<file path="src/rtl/smb_pkg.sv">
package smb_pkg;

  localparam logic [3:0] DEV_CODE = 4'b1010;

  typedef enum logic [2:0] {
    ST_IDLE,
    ST_RX,
    ST_ACK,
    ST_TX,
    ST_MACK
  } state_t;

  typedef enum logic [1:0] {
    PH_CTRL,
    PH_AHI,
    PH_ALO,
    PH_DATA
  } phase_t;

endpackage

</file>
<file path="src/rtl/smb_bus_sampler.sv">
module smb_bus_sampler #(
  parameter int SYNC_STAGES = 2
) (
  input  logic clk_i,
  input  logic rst_ni,
  input  logic scl_i,
  input  logic sda_i,
  output logic scl_hi_o,
  output logic sda_o,
  output logic scl_rise_o,
  output logic scl_fall_o,
  output logic start_o,
  output logic stop_o
);

  logic [SYNC_STAGES-1:0] scl_sync_q, sda_sync_q;
  logic scl_prev_q, sda_prev_q;
  logic scl_s, sda_s;

  assign scl_s = scl_sync_q[SYNC_STAGES-1];
  assign sda_s = sda_sync_q[SYNC_STAGES-1];

  // idle bus is high, so synchronizers reset to one
  always_ff @(posedge clk_i or negedge rst_ni) begin
    if (!rst_ni) begin
      scl_sync_q <= '1;
      sda_sync_q <= '1;
      scl_prev_q <= 1'b1;
      sda_prev_q <= 1'b1;
    end else begin
      scl_sync_q <= {scl_sync_q[SYNC_STAGES-2:0], scl_i};
      sda_sync_q <= {sda_sync_q[SYNC_STAGES-2:0], sda_i};
      scl_prev_q <= scl_s;
      sda_prev_q <= sda_s;
    end
  end

  assign scl_hi_o   = scl_s;
  assign sda_o      = sda_s;
  assign scl_rise_o = scl_s & ~scl_prev_q;
  assign scl_fall_o = ~scl_s & scl_prev_q;
  assign start_o    = scl_s & scl_prev_q & sda_prev_q & ~sda_s;
  assign stop_o     = scl_s & scl_prev_q & ~sda_prev_q & sda_s;

endmodule

</file>
<file path="src/rtl/smb_addr_ptr.sv">
module smb_addr_ptr #(
  parameter int ADDR_W    = 13,
  parameter int PAGE_BITS = 5
) (
  input  logic              clk_i,
  input  logic              rst_ni,
  input  logic              ld_hi_i,
  input  logic              ld_lo_i,
  input  logic              inc_rd_i,
  input  logic              inc_wr_i,
  input  logic [ADDR_W-9:0] hi_i,
  input  logic [7:0]        lo_i,
  output logic [ADDR_W-1:0] ptr_o
);

  logic [ADDR_W-1:0] ptr_q, ptr_n;

  always_comb begin
    ptr_n = ptr_q;
    if (ld_hi_i)       ptr_n = {hi_i, ptr_q[7:0]};
    else if (ld_lo_i)  ptr_n = {ptr_q[ADDR_W-1:8], lo_i};
    else if (inc_rd_i) ptr_n = ptr_q + 1'b1;
    else if (inc_wr_i) ptr_n = {ptr_q[ADDR_W-1:PAGE_BITS], ptr_q[PAGE_BITS-1:0] + 1'b1};
  end

  always_ff @(posedge clk_i or negedge rst_ni) begin
    if (!rst_ni) ptr_q <= '0;
    else         ptr_q <= ptr_n;
  end

  assign ptr_o = ptr_q;

  // the controller never asks for two pointer updates at once
  p_one_op_r4: assert property (@(posedge clk_i) disable iff (!rst_ni)
    $onehot0({ld_hi_i, ld_lo_i, inc_rd_i, inc_wr_i}));

  // a write step stays inside the current page
  p_page_hold_r6: assert property (@(posedge clk_i) disable iff (!rst_ni)
    inc_wr_i |=> ptr_q[ADDR_W-1:PAGE_BITS] == $past(ptr_q[ADDR_W-1:PAGE_BITS]));

endmodule

</file>
<file path="src/rtl/smb_ctrl.sv">
module smb_ctrl
  import smb_pkg::*;
#(
  parameter int ADDR_W = 13
) (
  input  logic              clk_i,
  input  logic              rst_ni,
  input  logic              scl_hi_i,
  input  logic              sda_i,
  input  logic              scl_rise_i,
  input  logic              scl_fall_i,
  input  logic              start_i,
  input  logic              stop_i,
  input  logic              busy_i,
  input  logic [2:0]        chip_sel_i,
  input  logic [7:0]        rd_data_i,
  input  logic [ADDR_W-1:0] ptr_i,
  output logic              sda_low_o,
  output logic              ld_hi_o,
  output logic              ld_lo_o,
  output logic              inc_rd_o,
  output logic              inc_wr_o,
  output logic [ADDR_W-9:0] hi_bits_o,
  output logic [7:0]        lo_bits_o,
  output logic              wr_valid_o,
  output logic [ADDR_W-1:0] wr_addr_o,
  output logic [7:0]        wr_data_o,
  output logic              commit_o
);

  state_t            state_q, state_n;
  phase_t            phase_q, phase_n;
  logic [3:0]        bitcnt_q, bitcnt_n;
  logic [7:0]        shreg_q, shreg_n;
  logic              rw_q, rw_n;
  logic              sda_low_q, sda_low_n;
  logic              got_q, got_n;
  logic              wv_q, wv_n;
  logic [ADDR_W-1:0] wa_q, wa_n;
  logic [7:0]        wd_q, wd_n;
  logic              cm_q, cm_n;
  logic              addr_ok, ack_ok;

  assign addr_ok = (shreg_q[7:4] == DEV_CODE) && (shreg_q[3:1] == chip_sel_i);
  assign ack_ok  = !busy_i && ((phase_q != PH_CTRL) || addr_ok);

  always_comb begin
    state_n   = state_q;
    phase_n   = phase_q;
    bitcnt_n  = bitcnt_q;
    shreg_n   = shreg_q;
    rw_n      = rw_q;
    sda_low_n = sda_low_q;
    got_n     = got_q;
    wv_n      = 1'b0;
    wa_n      = wa_q;
    wd_n      = wd_q;
    cm_n      = 1'b0;
    ld_hi_o   = 1'b0;
    ld_lo_o   = 1'b0;
    inc_rd_o  = 1'b0;
    inc_wr_o  = 1'b0;
    if (start_i) begin
      state_n   = ST_RX;
      phase_n   = PH_CTRL;
      bitcnt_n  = '0;
      sda_low_n = 1'b0;
      got_n     = 1'b0;
      rw_n      = 1'b0;
    end else if (stop_i) begin
      cm_n      = !rw_q && got_q;
      state_n   = ST_IDLE;
      sda_low_n = 1'b0;
      got_n     = 1'b0;
    end else begin
      case (state_q)
        ST_RX: begin
          if (scl_rise_i) begin
            shreg_n  = {shreg_q[6:0], sda_i};
            bitcnt_n = bitcnt_q + 4'd1;
          end else if (scl_fall_i && bitcnt_q == 4'd8) begin
            bitcnt_n = '0;
            if (ack_ok) begin
              sda_low_n = 1'b1;
              state_n   = ST_ACK;
              case (phase_q)
                PH_CTRL: begin
                  rw_n    = shreg_q[0];
                  phase_n = shreg_q[0] ? PH_CTRL : PH_AHI;
                end
                PH_AHI: begin
                  ld_hi_o = 1'b1;
                  phase_n = PH_ALO;
                end
                PH_ALO: begin
                  ld_lo_o = 1'b1;
                  phase_n = PH_DATA;
                end
                default: begin
                  wv_n     = 1'b1;
                  wa_n     = ptr_i;
                  wd_n     = shreg_q;
                  inc_wr_o = 1'b1;
                  got_n    = 1'b1;
                end
              endcase
            end else begin
              state_n = ST_IDLE;
            end
          end
        end
        ST_ACK: begin
          if (scl_fall_i) begin
            if (rw_q) begin
              state_n   = ST_TX;
              shreg_n   = rd_data_i;
              inc_rd_o  = 1'b1;
              sda_low_n = ~rd_data_i[7];
            end else begin
              state_n   = ST_RX;
              sda_low_n = 1'b0;
            end
          end
        end
        ST_TX: begin
          if (scl_rise_i) begin
            bitcnt_n = bitcnt_q + 4'd1;
          end else if (scl_fall_i) begin
            if (bitcnt_q == 4'd8) begin
              sda_low_n = 1'b0;
              state_n   = ST_MACK;
              bitcnt_n  = '0;
            end else begin
              shreg_n   = {shreg_q[6:0], 1'b0};
              sda_low_n = ~shreg_q[6];
            end
          end
        end
        ST_MACK: begin
          if (scl_rise_i) begin
            if (sda_i) state_n = ST_IDLE;
          end else if (scl_fall_i) begin
            state_n   = ST_TX;
            shreg_n   = rd_data_i;
            inc_rd_o  = 1'b1;
            sda_low_n = ~rd_data_i[7];
          end
        end
        default: ;
      endcase
    end
  end

  always_ff @(posedge clk_i or negedge rst_ni) begin
    if (!rst_ni) begin
      state_q   <= ST_IDLE;
      phase_q   <= PH_CTRL;
      bitcnt_q  <= '0;
      shreg_q   <= '0;
      rw_q      <= 1'b0;
      sda_low_q <= 1'b0;
      got_q     <= 1'b0;
      wv_q      <= 1'b0;
      wa_q      <= '0;
      wd_q      <= '0;
      cm_q      <= 1'b0;
    end else begin
      state_q   <= state_n;
      phase_q   <= phase_n;
      bitcnt_q  <= bitcnt_n;
      shreg_q   <= shreg_n;
      rw_q      <= rw_n;
      sda_low_q <= sda_low_n;
      got_q     <= got_n;
      wv_q      <= wv_n;
      wa_q      <= wa_n;
      wd_q      <= wd_n;
      cm_q      <= cm_n;
    end
  end

  assign sda_low_o  = sda_low_q;
  assign hi_bits_o  = shreg_q[ADDR_W-9:0];
  assign lo_bits_o  = shreg_q;
  assign wr_valid_o = wv_q;
  assign wr_addr_o  = wa_q;
  assign wr_data_o  = wd_q;
  assign commit_o   = cm_q;

  // the drive never changes while the clock line stays high
  p_hold_high_r5: assert property (@(posedge clk_i) disable iff (!rst_ni)
    (scl_hi_i && $past(scl_hi_i) && !start_i && !stop_i) |-> $stable(sda_low_q));

  // an acknowledge only follows a byte decided while not busy
  p_busy_nack_r3: assert property (@(posedge clk_i) disable iff (!rst_ni)
    (state_q == ST_ACK && $past(state_q) == ST_RX) |-> !$past(busy_i));

  // a released slave waiting for a Start never pulls the line
  p_idle_quiet_r9: assert property (@(posedge clk_i) disable iff (!rst_ni)
    (state_q == ST_IDLE) |-> !sda_low_q);

  // a presented write byte is always being acknowledged
  p_wr_acked_r6: assert property (@(posedge clk_i) disable iff (!rst_ni)
    wv_q |-> sda_low_q);

endmodule

</file>
<file path="src/rtl/serial_mem_slave.sv">
module serial_mem_slave #(
  parameter int ADDR_W      = 13,
  parameter int PAGE_BITS   = 5,
  parameter int SYNC_STAGES = 2
) (
  input  logic              clk_i,
  input  logic              rst_ni,
  input  logic              scl_i,
  input  logic              sda_i,
  output logic              sda_pull_o,
  input  logic [2:0]        chip_sel_i,
  input  logic              busy_i,
  output logic [ADDR_W-1:0] rd_addr_o,
  input  logic [7:0]        rd_data_i,
  output logic              wr_valid_o,
  output logic [ADDR_W-1:0] wr_addr_o,
  output logic [7:0]        wr_data_o,
  output logic              wr_commit_o
);

  localparam int HI_W = ADDR_W - 8;

  logic [1:0] rst_sync_q;
  logic       rst_n;

  // asynchronous assert, synchronous release
  always_ff @(posedge clk_i or negedge rst_ni) begin
    if (!rst_ni) rst_sync_q <= 2'b00;
    else         rst_sync_q <= {rst_sync_q[0], 1'b1};
  end
  assign rst_n = rst_sync_q[1];

  logic scl_hi, sda_v, scl_rise, scl_fall, start_det, stop_det;
  logic ld_hi, ld_lo, inc_rd, inc_wr;
  logic [HI_W-1:0]   hi_bits;
  logic [7:0]        lo_bits;
  logic [ADDR_W-1:0] ptr;

  smb_bus_sampler #(.SYNC_STAGES(SYNC_STAGES)) sampler_i (
    .clk_i      (clk_i),
    .rst_ni     (rst_n),
    .scl_i      (scl_i),
    .sda_i      (sda_i),
    .scl_hi_o   (scl_hi),
    .sda_o      (sda_v),
    .scl_rise_o (scl_rise),
    .scl_fall_o (scl_fall),
    .start_o    (start_det),
    .stop_o     (stop_det)
  );

  smb_ctrl #(.ADDR_W(ADDR_W)) ctrl_i (
    .clk_i      (clk_i),
    .rst_ni     (rst_n),
    .scl_hi_i   (scl_hi),
    .sda_i      (sda_v),
    .scl_rise_i (scl_rise),
    .scl_fall_i (scl_fall),
    .start_i    (start_det),
    .stop_i     (stop_det),
    .busy_i     (busy_i),
    .chip_sel_i (chip_sel_i),
    .rd_data_i  (rd_data_i),
    .ptr_i      (ptr),
    .sda_low_o  (sda_pull_o),
    .ld_hi_o    (ld_hi),
    .ld_lo_o    (ld_lo),
    .inc_rd_o   (inc_rd),
    .inc_wr_o   (inc_wr),
    .hi_bits_o  (hi_bits),
    .lo_bits_o  (lo_bits),
    .wr_valid_o (wr_valid_o),
    .wr_addr_o  (wr_addr_o),
    .wr_data_o  (wr_data_o),
    .commit_o   (wr_commit_o)
  );

  smb_addr_ptr #(.ADDR_W(ADDR_W), .PAGE_BITS(PAGE_BITS)) ptr_i (
    .clk_i    (clk_i),
    .rst_ni   (rst_n),
    .ld_hi_i  (ld_hi),
    .ld_lo_i  (ld_lo),
    .inc_rd_i (inc_rd),
    .inc_wr_i (inc_wr),
    .hi_i     (hi_bits),
    .lo_i     (lo_bits),
    .ptr_o    (ptr)
  );

  assign rd_addr_o = ptr;

endmodule

</file>
<file path="config.mk">
export PLATFORM = sky130hd
export DESIGN_NAME = serial_mem_slave
export DESIGN_NICKNAME = d
export VERILOG_FILES = /design/src/rtl/smb_pkg.sv /design/src/rtl/smb_bus_sampler.sv /design/src/rtl/smb_addr_ptr.sv /design/src/rtl/smb_ctrl.sv /design/src/rtl/serial_mem_slave.sv
export SDC_FILE = /design/constraint.sdc
export NUM_CORES = 1
export LEC_CHECK = 0
export BUFFER_PORTS_ARGS = -buffer_cell sky130_fd_sc_hd__buf_2
export CAP_MARGIN = 25
export CORE_UTILIZATION = 61
export DETAILED_ROUTE_END_ITERATION = 8
export GPL_TIMING_DRIVEN = 1
export MAX_ROUTING_LAYER = met4
export PLACE_DENSITY = 0.95
export SETUP_SLACK_MARGIN = 0.02
export SLEW_MARGIN = 30
export SYNTH_ARGS = -nofsm -noshare
export SYNTH_HDL_FRONTEND = slang
export SYNTH_HIERARCHICAL = 1
export SYNTH_SLANG_ARGS = --single-unit
</file>
<file path="constraint.sdc">
create_clock -name clk_i -period 4.9 [get_ports clk_i]
set_input_delay 0.49 -clock clk_i [delete_from_list [all_inputs] [get_ports clk_i]]
set_output_delay 0.49 -clock clk_i [all_outputs]
set_load 0.05 [all_outputs]
</file>
==> results of run 1 <==
==> critical path: cells and delay by family, from the launching register on <==
family / cells / cell delay (ps)
and+or+nand+nor: 7 / 2280
DFF: 1 / 550
AOI/OAI and AO/OA: 2 / 330
==> final cells by class <==
| cell class | instances | area [um^2] | area share (%) |
|---|---|---|---|
| clock buffers | 10 | 138 | 3.47 |
| clock inverters | 6 | 51.3 | 1.29 |
| inverters | 15 | 56.3 | 1.42 |
| multi-input cells | 226 | 1740 | 43.8 |
| flip-flops and latches | 64 | 1610 | 40.5 |
| well taps | 72 | 90.1 | 2.27 |
| repair buffers | 55 | 285 | 7.18 |
==> flip-flops by register name (all words and copies together), names as in the netlist <==
register,count
ctrl_i/bitcnt_q,4
ctrl_i/commit_o,1
ctrl_i/got_q,1
ctrl_i/lo_bits_o,8
ctrl_i/phase_q,2
ctrl_i/rw_q,1
ctrl_i/sda_low_o,1
ctrl_i/state_q,3
ctrl_i/wr_addr_o,13
ctrl_i/wr_data_o,8
ctrl_i/wr_valid_o,1
ptr_i/ptr_o,13
rst_sync_q,2
sampler_i/scl_prev_q,1
sampler_i/scl_sync_q,2
sampler_i/sda_prev_q,1
sampler_i/sda_sync_q,2
==> through the flow <==
step | worst slack, ps | instances
after floorplan | 2140 | 323
after global placement | 1880 | 431
after detailed placement | 1700 | 431
after CTS | 1680 | 448
after global routing | 1450 | 448
final | 1590 | 448
==> layer usage <==
| layer | GRT usage, % | share of wire (%) |
|---|---|---|
| met5 | - | 0 |
| met4 | 13.9 | 2.0 |
| met3 | 5.41 | 5.1 |
| met2 | 47.3 | 49 |
| met1 | 37.9 | 44 |
==> cell usage in the layout (no fill, tap or decap), types with 10 or more instances in the layout <==
cell      Yosys  layout
a21oi_1      10      10
buf_2         5      52
clkbuf_8      0      10
dfrtp_1      58      57
inv_1        15      15
mux2_4       19      19
mux2i_1      14      14
nand2_1      28      28
nor2_1       18      18
nor3_1       11      11
o21ai_0      16      16
==> worst paths after layout <==
kind,start,end,slack [ps],cells after the start
worst max-delay path,sampler_i/scl_prev_q,ptr_i/ptr_o[4],1590,9
worst min-delay path,sda_i,sampler_i/sda_sync_q[0],240,1
worst max register to register,sampler_i/scl_prev_q,ptr_i/ptr_o[4],1590,9
worst min register to register,rst_sync_q[0],rst_sync_q[1],360,0
max in group asynchronous,rst_sync_q[1],ptr_i/ptr_o[8],3990,1
min in group asynchronous,rst_sync_q[1],ctrl_i/wr_addr_o[1],420,1
==> cell families (layout without fill, tap and decap cells) <==
kind of cell / after synthesis / count (layout) / share of synthesized area [%]
adders and majority gates: 7 / 7 / 2.49
buffers and inverters: 33 / 86 / 4.87
other: 1 / 1 / 0.107
DFF: 64 / 64 / 45.7
AOI/OAI and AO/OA: 58 / 58 / 11.3
and+or+nand+nor: 114 / 114 / 19.9
xor gates and xnor gates: 8 / 8 / 1.99
muxes: 38 / 38 / 13.7
==> report_power, final <==
group / switching (mW) / total [mW] / internal [mW]
Sequential: 0.0812 / 0.652 / 0.571
Combinational: 0.0831 / 0.144 / 0.0613
Clock: 0.226 / 0.429 / 0.203
Total: 0.390 / 1.23 / 0.836
==> summary.md, run 1 <==
| Metric | Value |
|---|---|
| Slowest cell on the critical path | `and3_1` |
| Share of cells above drive strength 1 | `31.9%` |
| Most frequent cells after synthesis | `dfrtp_1 (58), nand2_1 (28), mux2_4 (19)` |
| Hold_buf cts | `1` |
| VDD IR max | `321 uV` |
| Final hold vios | `0` |
| Worst min path class | `primary input to flip-flop` |
| FMAX | `302 MHz` |
| Arr. time, crit path | `3510 ps` |
| Clk_lat worst skew | `roughly 350 ps` |
| Placeable Area | `about 0.0055 mm^2` |
| Worst EP required | `5100 ps` |
| Initial antenna violation count | `0` |
| Synth Flop Type | `dfrtp_1` |
| Vias in the first global route | `around 2800` |
| Power density cells | `309 mW/mm^2` |
| Clock sinks | `64` |
| Postcts setup bufs | `0` |
| Gr usage total | `30.0%` |
| Drt total wl | `8.08 mm` |
| Max incr delay on CP | `570 ps` |
| Final setup vio count | `0` |
| DIE WIDTH | `78.0 um` |
| Num ports | `53` |
| Area of the mapped netlist | `0.00352 mm^2` |
| Post-synthesis async set-or-reset flop share | `between 90% and 100%` |
| WL/cell | `18.0 um` |
| Synth warn | `6` |
| WHS | `239 ps` |
| Syn_nets | `between 300 and 400` |
| Syn avg cell area | `10.9 um^2` |
| H-tree Lvls | `3` |
| Post-DRT Antenna Nets | `0` |
| Clock Skew | `8.84 ps` |
| Top cell type by total area after synthesis | `dfrtp_1` |
| Die ar. | `0.00608 mm^2` |
| CP Launch Type | `flip-flop` |
| DRT Pass-1 Iters | `4` |
| Cell area after layout | `0.00397 mm^2` |
| CTS tree | `done` |
| Fill cells | `374` |
| Number of DRC markers in iteration 0 | `294` |
| Final period util | `67.5%` |
| Rel. slew slack | `38.5%` |
| Detailed-route DRC error count | `0` |
| # rows | `27` |
| HPWL after detailed placement | `5.56 mm` |
| Leak pwr | `slightly below 2 nW` |
| Nets@finish | `around 390` |
| Final core occ | `71.7%` |
| Post-route setup TNS | `0 ps` |
| Clk Tree Root Cell | `clkbuf_8` |
| Crit Path Category | `flip-flop to flip-flop` |
| Total CTS buffers | `9` |
| Max Cap Viol | `0` |
| Crit path time final | `3310 ps` |
| RSZ-0062 raised after global routing | `false` |
| Unique masters post-synth | `64` |
| Cell with the most instances after synthesis | `dfrtp_1` |
| Final Max Slew Viols | `0` |
| Via count | `2775` |
| N_diodes | `0` |
| DIE HEIGHT | `between 70 and 80 um` |
| Post-cts sizing count | `0` |
| Worst Tran Pin Value | `915 ps` |
| Port Buffers | `52` |
| CP max FO | `17` |
| Via/cell ratio | `6.19` |
| Clock Tree Buf Depth | `2` |
| Ranking of synthesized cells by area | `dfrtp_1 (41%), mux2_4 (8.1%), dfstp_2 (4.5%)` |
| Largest net degree at the start of global routing | `between 60 and 70` |
| Top cell type's share of synthesized area | `41.2%` |
| Crit end category | `flip-flop` |
| Design Power | `between 1 and 1.5 mW` |
| Placement Cell Area | `0.00377 mm^2` |
| Worst path cell trace | `nor2b_1, and4b_1, nand3_1, nor2_4, and3_1, nor3_1, or2_2, a22oi_1, o21ai_0` |
| Post-synth EDFFs | `0` |
| #FFs+latches synth | `64` |
| Layout area overhead | `12.8%` |
| Outcome | `finished clean` |
| GP Congestion | `0.988` |
| First-pass GRT wire length | `13.5 mm` |
| Gate Count Post-Synth | `323` |
| Register area share after synthesis | `45.7%` |
| Clock transition at the registers of the reported paths | `~80 ps` |
| Global route overflow | `0` |
| Initial Utilization | `63.6%` |
(Power assumes the default switching activity.)
==> run 2, diff against run 1 <==
--- a/config.mk
+++ b/config.mk
@@ -5,13 +5,14 @@
 export SDC_FILE = /design/constraint.sdc
 export NUM_CORES = 1
 export LEC_CHECK = 0
+export ABC_AREA = 1
 export BUFFER_PORTS_ARGS = -buffer_cell sky130_fd_sc_hd__buf_2
 export CAP_MARGIN = 25
-export CORE_UTILIZATION = 61
+export CORE_UTILIZATION = 58
 export DETAILED_ROUTE_END_ITERATION = 8
 export GPL_TIMING_DRIVEN = 1
 export MAX_ROUTING_LAYER = met4
-export PLACE_DENSITY = 0.95
+export PLACE_DENSITY = 0.92
 export SETUP_SLACK_MARGIN = 0.02
 export SLEW_MARGIN = 30
 export SYNTH_ARGS = -nofsm -noshare
==> constraint.sdc (replaced) <==
create_clock -name clk_i -period 3.4 [get_ports clk_i]
set_input_delay 0.34 -clock clk_i [delete_from_list [all_inputs] [get_ports clk_i]]
set_output_delay 0.34 -clock clk_i [all_outputs]
set_load 0.05 [all_outputs]
==> run 2 against run 1 <==
- combinational power grew to 6.1 times the previous value
- non-clock buffer count grew 2
- cell area grew 8.1%
- critical path depth grew 6
- cell count grew 52%
- fmax grew 25%
- hold slack lost 150 ps
- synthesized cell count grew 68%
- sequential power grew 61%
- sequential share of layout area shrank 3.0 points
- die area grew 13%
- register-to-register slack lost 830 ps
- highest routed layer unchanged
==> summary.md, run 2 <==
| Metric | Value |
|---|---|
| Share of cells above drive strength 1 | `between 10% and 20%` |
| Final hold vios | `0` |
| Clock Tree Buf Depth | `2` |
| GP Congestion | `0.921` |
| Via/cell ratio | `5.22` |
| Number of DRC markers in iteration 0 | `276` |
| Int Pwr | `1.47 mW` |
| Vias in the first global route | `3355` |
| Clock share of power | `24.0%` |
| DIE WIDTH | `approximately 83 um` |
| Initial antenna violation count | `0` |
| Worst Tran Pin Value | `734 ps` |
| Combinational fraction of design power | `34.7%` |
| Gr usage total | `around 28%` |
| Reg power frac | `41.3%` |
| Fin cells | `680` |
| Arr. time, crit path | `2910 ps` |
| Die ar. | `~0.007 mm^2` |
| VDD IR max | `325 uV` |
| HPWL after detailed placement | `6.44 mm` |
| Worst min path class | `primary input to flip-flop` |
| Outcome | `finished clean` |
| Clock sinks | `64` |
| Dpl cells | `approximately 660` |
| DRT Pass-1 Iters | `5` |
| First-pass GRT wire length | `15.2 mm` |
| Via count | `3548` |
| CP max FO | `13` |
| Unique masters post-synth | `36` |
| Post-synth EDFFs | `0` |
| Worst setup path start | `sampler_i/sda_sync_q[1]` |
| Fill cells | `roughly 570` |
| Final Max Slew Viols | `0` |
| Post-route setup TNS | `0 ps` |
| Top Layer Used | `met4` |
| Num ports | `53` |
| Top cell type by total area after synthesis | `dfrtp_1` |
| Cell area after layout | `0.00429 mm^2` |
| Largest net degree at the start of global routing | `43` |
| Crit Path Category | `flip-flop to flip-flop` |
| Worst slack, placed | `819 ps` |
| Net Sw Power | `1.06 mW` |
| Layout area overhead | `12.9%` |
| Most frequent cells after synthesis | `nand2_1 (154), inv_1 (92), nor2_1 (78)` |
| Top cell type's share of synthesized area | `38.2%` |
| Final period util | `between 70% and 80%` |
| # rows | `29` |
| Wire length on met1 | `3.61 mm` |
| Placeable Area | `0.00635 mm^2` |
| FMAX | `379 MHz` |
| Clk Tree Root Cell | `clkbuf_8` |
| CTS tree | `done` |
| Synth warn | `6` |
| Crit path time final | `~2600 ps` |
| Global route overflow | `0` |
| Syn avg cell area | `6.99 um^2` |
| Post-DRT Antenna Nets | `0` |
| Detailed-route DRC error count | `0` |
| Port Buffers | `52` |
| Syn_nets | `567` |
| Hold Crit Depth | `1` |
| Met2 wire length | `approximately 4.3 mm` |
| Most common cell after layout, fill and taps aside | `nand2_1` |
| CP Launch Type | `flip-flop` |
| #FFs+latches synth | `64` |
| Worst R2R Path Depth | `15` |
| Gate Count Post-Synth | `544` |
| Area of the mapped netlist | `roughly 0.0038 mm^2` |
| Total CTS buffers | `9` |
| Hold Crit Start | `sda_i` |
| Initial Utilization | `59.9%` |
| Nets@finish | `between 600 and 700` |
| Power density cells | `589 mW/mm^2` |
| Clock transition at the registers of the reported paths | `approximately 70 ps` |
| Synth Flop Type | `dfrtp_1` |
| Placement Cell Area | `0.00410 mm^2` |
| Ranking of synthesized cells by area | `dfrtp_1 (38%), nand2_1 (15%), inv_1 (9.1%)` |
| Clock Skew | `7.51 ps` |
| H-tree Lvls | `3` |
| Reg2reg start | `sampler_i/sda_sync_q[1]` |
| Rel. slew slack | `50.9%` |
| Leak pwr | `2.44 nW` |
| Cell with the most instances after synthesis | `nand2_1` |
| Post-cts sizing count | `0` |
| Drt total wl | `8.78 mm` |
| Crit end category | `flip-flop` |
| Max Cap Viol | `0` |
| Final setup margin | `764 ps` |
| Worst EP required | `between 3000 and 4000 ps` |
| RSZ-0062 raised after global routing | `false` |
| WHS | `about 94 ps` |
| Clk_lat worst skew | `340 ps` |
| N_diodes | `0` |
| Post-synthesis async set-or-reset flop share | `100%` |
| Register area share after synthesis | `42.3%` |
| WL/cell | `12.9 um` |
| Detail Route met3 WL | `527 um` |
| Commonest cells after routing, fill and taps aside | `nand2_1 (154), inv_1 (92), nor2_1 (78)` |
| Sw frac | `41.9%` |
| Final setup vio count | `0` |
| DIE HEIGHT | `just over 80 um` |
## run 2: cell type report
| type | instances | area (um^2) | share of cell area, % |
|---|---|---|---|
| multi-input combinational | 367 | 1720 | 40.1 |
| sequential | 64 | 1610 | 37.6 |
| inverter | 99 | 379 | 8.83 |
| timing repair buffer | 57 | 300 | 6.99 |
| clock buffer | 14 | 173 | 4.02 |
| tap | 77 | 96.3 | 2.24 |
| clock inverter | 2 | 12.5 | 0.291 |
## run 2: path summary, 6_finish.rpt
check	end	slack, ps
setup / recovery	ptr_i/ptr_o[11]	760
hold / removal	sampler_i/sda_sync_q[0]	90
setup reg to reg	ptr_i/ptr_o[11]	760
hold reg to reg	ctrl_i/wr_data_o[7]	320
max in group asynchronous	ctrl_i/lo_bits_o[2]	2400
min in group asynchronous	rst_sync_q[0]	300
## run 2: worst max-delay path, cell delays in order, from the launching register on
cell	delay, ps
dfstp_2	560
inv_1	40
nand2_1	50
nor2_1	150
nor2_4	330
inv_1	100
nor2_1	190
nand2_1	130
nor3b_1	220
buf_4	230
inv_8	60
nand2_4	80
nand2_1	110
o21ai_0	170
inv_1	50
nand2_1	90
## run 2: power by group through the flow
stage | Combinational, mW | Clock, mW | Sequential, mW
6_report | 0.877 | 0.608 | 1.05
3_3_place_gp | 0.846 | 0 | 1.05
5_1_grt | 0.988 | 0.660 | 1.06
4_1_cts | 0.870 | 0.623 | 1.04
2_1_floorplan | 0.616 | 0 | 1.11
3_5_place_dp | 0.864 | 0 | 1.06
## run 2: cell families after synthesis
logic type | Yosys count | share of synthesized area (%)
AO/OA/AOI/OAI | 51 | 7.80
XOR/XNOR | 1 | 0.230
adder cells (fa/ha/maj) | 7 | 2.30
buffers and inverters | 113 | 12.5
flip-flops | 64 | 42.3
other | 1 | 0.0986
AND/OR/NAND/NOR | 307 | 34.8
## run 2: through the flow
step                utilization [%]  total power [mW]
floorplan                         -              1.73
global placement               64.5              1.90
detailed placement             64.5              1.92
CTS                            67.6              2.54
global route                   67.6              2.71
finish                         67.6              2.53
## run 2: timing repair
item | 4_1_cts | 5_1_grt
setup buffers | 0 | 0
hold endpoints to repair | 2 | 0
hold buffers | 1 | 0
## run 2: per-layer routing
metal / GRT usage, % / vias up
met1: 34.2 / 1616
met2: 46.4 / 139
met4: 13.5 / 0
li1: - / 1767
met3: 5.37 / 26
met5: - / -
==> run 3, diff against run 2 <==
==> constraint.sdc (replaced) <==
create_clock -name clk_i -period 2.7 [get_ports clk_i]
set_input_delay 0.27 -clock clk_i [delete_from_list [all_inputs] [get_ports clk_i]]
set_output_delay 0.27 -clock clk_i [all_outputs]
set_load 0.05 [all_outputs]
==> run 3 against run 2 <==
- count of clock-buffer cells in the layout fell by 1
- worst setup slack got worse by 440 ps
- largest power group unchanged
- first-iteration DRC count rose by 24%
- register-to-register slack got worse by 440 ps
- cell count rose by 0.74%
==> summary.md, run 3 (synthesis results as in run 2) <==
| Metric | Value |
|---|---|
| Outcome | `finished clean` |
| Clock Skew | `between 10 and 15 ps` |
| RSZ-0062 raised after global routing | `false` |
| Final period util | `87.9%` |
| Clock transition at the registers of the reported paths | `~60 ps` |
| Worst path bufs/invs | `5` |
| Detailed-route DRC error count | `0` |
| Worst EP required | `2930 ps` |
| Clk Tree Root Cell | `clkbuf_8` |
| GP Congestion | `0.939` |
| DIE WIDTH | `83.0 um` |
| N_diodes | `0` |
| First-pass GRT wire length | `14.7 mm` |
| VDD IR max | `425 uV` |
| Final hold vios | `0` |
| Via count | `approximately 3500` |
| Crit path time final | `2370 ps` |
| Leak pwr | `~2.5 nW` |
| Total CTS buffers | `9` |
| Crit end category | `flip-flop` |
| Met2 wire length | `3.96 mm` |
| Placeable Area | `0.00635 mm^2` |
| Top Layer Used | `met4` |
| CP Launch Type | `flip-flop` |
| Clock Tree Buf Depth | `2` |
| CP max FO | `10` |
| Via/cell ratio | `5.10` |
| # rows | `29` |
| Worst path cell trace | `inv_1, nand2_1, nor2_1, nor2_4, inv_1, nor2_1, nand2_1, nor3b_1, buf_4, inv_8, nand3_1, nand2_2, inv_2, nand3_1, o21a_1` |
| Drt total wl | `about 8.5 mm` |
| Post-DRT Antenna Nets | `0` |
| Final setup vio count | `0` |
| Power density cells | `746 mW/mm^2` |
| Layout area overhead | `14.6%` |
| Max incr delay on CP | `590 ps` |
| Die ar. | `0.00689 mm^2` |
| Most common cell after layout, fill and taps aside | `nand2_1` |
| Max Cap Viol | `0` |
| Commonest cells after routing, fill and taps aside | `nand2_1 (154), inv_1 (92), nor2_1 (78)` |
| Number of DRC markers in iteration 0 | `342` |
| HPWL after detailed placement | `between 6 and 7 mm` |
| Arr. time, crit path | `2600 ps` |
| Crit Path Category | `flip-flop to flip-flop` |
| Share of cells above drive strength 1 | `18.4%` |
| Worst min path class | `primary input to flip-flop` |
| Clock sinks | `between 60 and 70` |
| WL/cell | `12.4 um` |
| DRT Pass-1 Iters | `7` |
| Fill cells | `around 540` |
| DIE HEIGHT | `83.0 um` |
| CTS tree | `done` |
| Post-route setup TNS | `0 ps` |
| Gr usage total | `between 20% and 30%` |
| Clk_lat worst skew | `340 ps` |
| Num ports | `53` |
| Slowest cell on the critical path | `dfstp_2` |
| Final Max Slew Viols | `0` |
| Nets@finish | `626` |
| Initial antenna violation count | `0` |
| FMAX | `between 400 and 500 MHz` |
| Detail Route met3 WL | `just over 500 um` |
| CP delay by family, top | `simple AND/OR/NAND/NOR gates` |
| WHS | `between 20 and 30 ps` |
| Port Buffers | `52` |
| Vias in the first global route | `approximately 3300` |
| Wire length on met1 | `between 3 and 4 mm` |
| Global route overflow | `0` |
| Initial Utilization | `approximately three fifths` |
| Largest net degree at the start of global routing | `63` |
| H-tree Lvls | `3` |
[run 3: changes by cell type in the layout (fill, tap and decap cells not counted)]
cell / before / now
buf_4: 4 / 8
buf_12: 0 / 1
bufinv_16: 0 / 1
clkbuf_8: 12 / 11
dfrtp_2: 0 / 1
dfrtp_4: 1 / 0
[run 3: path summary, 6_finish.rpt]
kind                       cells after the start                 endpoint  slack [ps]                     from
setup / recovery                              15           ptr_i/ptr_o[3]         330  sampler_i/sda_sync_q[1]
hold / removal                                 1  sampler_i/sda_sync_q[0]          30                    sda_i
setup reg to reg                              15           ptr_i/ptr_o[3]         330  sampler_i/sda_sync_q[1]
hold reg to reg                                1      ctrl_i/wr_addr_o[8]         270            rst_sync_q[1]
max in group asynchronous                      1     sampler_i/sda_prev_q        2110            rst_sync_q[1]
min in group asynchronous                      2            rst_sync_q[1]         230                   rst_ni
[run 3: through the flow]
stage	utilization (%)	std cells	cell area, um^2	worst slack, ps	power [mW]
after floorplan	-	544	3800	299	2.18
after global placement	65.3	668	4150	424	2.40
after detailed placement	65.3	668	4150	386	2.43
after CTS	68.6	685	4360	352	3.27
after global routing	68.6	685	4360	77.1	3.49
final	68.6	685	4360	326	3.25
[run 3: routing by layer]
| metal | up-vias | global-route usage (%) |
|---|---|---|
| met2 | 120 | 43.2 |
| met4 | 0 | 12.1 |
| met1 | 1566 | 33.7 |
| li1 | 1783 | - |
| met5 | - | - |
| met3 | 24 | 6.06 |
[run 3: timing repair]
item / CTS / global route
buffers inserted: 0 / 0
hold buffers: 1 / 0
hold endpoints to repair: 2 / 0
gates resized for setup: 0 / 0
[run 3: final cells by class]
class / instances / area, um^2 / share of cell area (%)
Clock buffer: 13 / 159 / 3.65
Multi-Input combinational cell: 367 / 1720 / 39.5
Sequential cell: 64 / 1610 / 37.0
Timing Repair Buffer: 62 / 350 / 8.04
Tap cell: 77 / 96.3 / 2.21
Inverter: 99 / 379 / 8.70
Clock inverter: 3 / 42.5 / 0.976
[run 3: report_power, final]
part           total [mW]  switching [mW]  internal [mW]
registers            1.30           0.202           1.10
logic                1.12           0.761          0.355
clock network       0.834           0.358          0.476
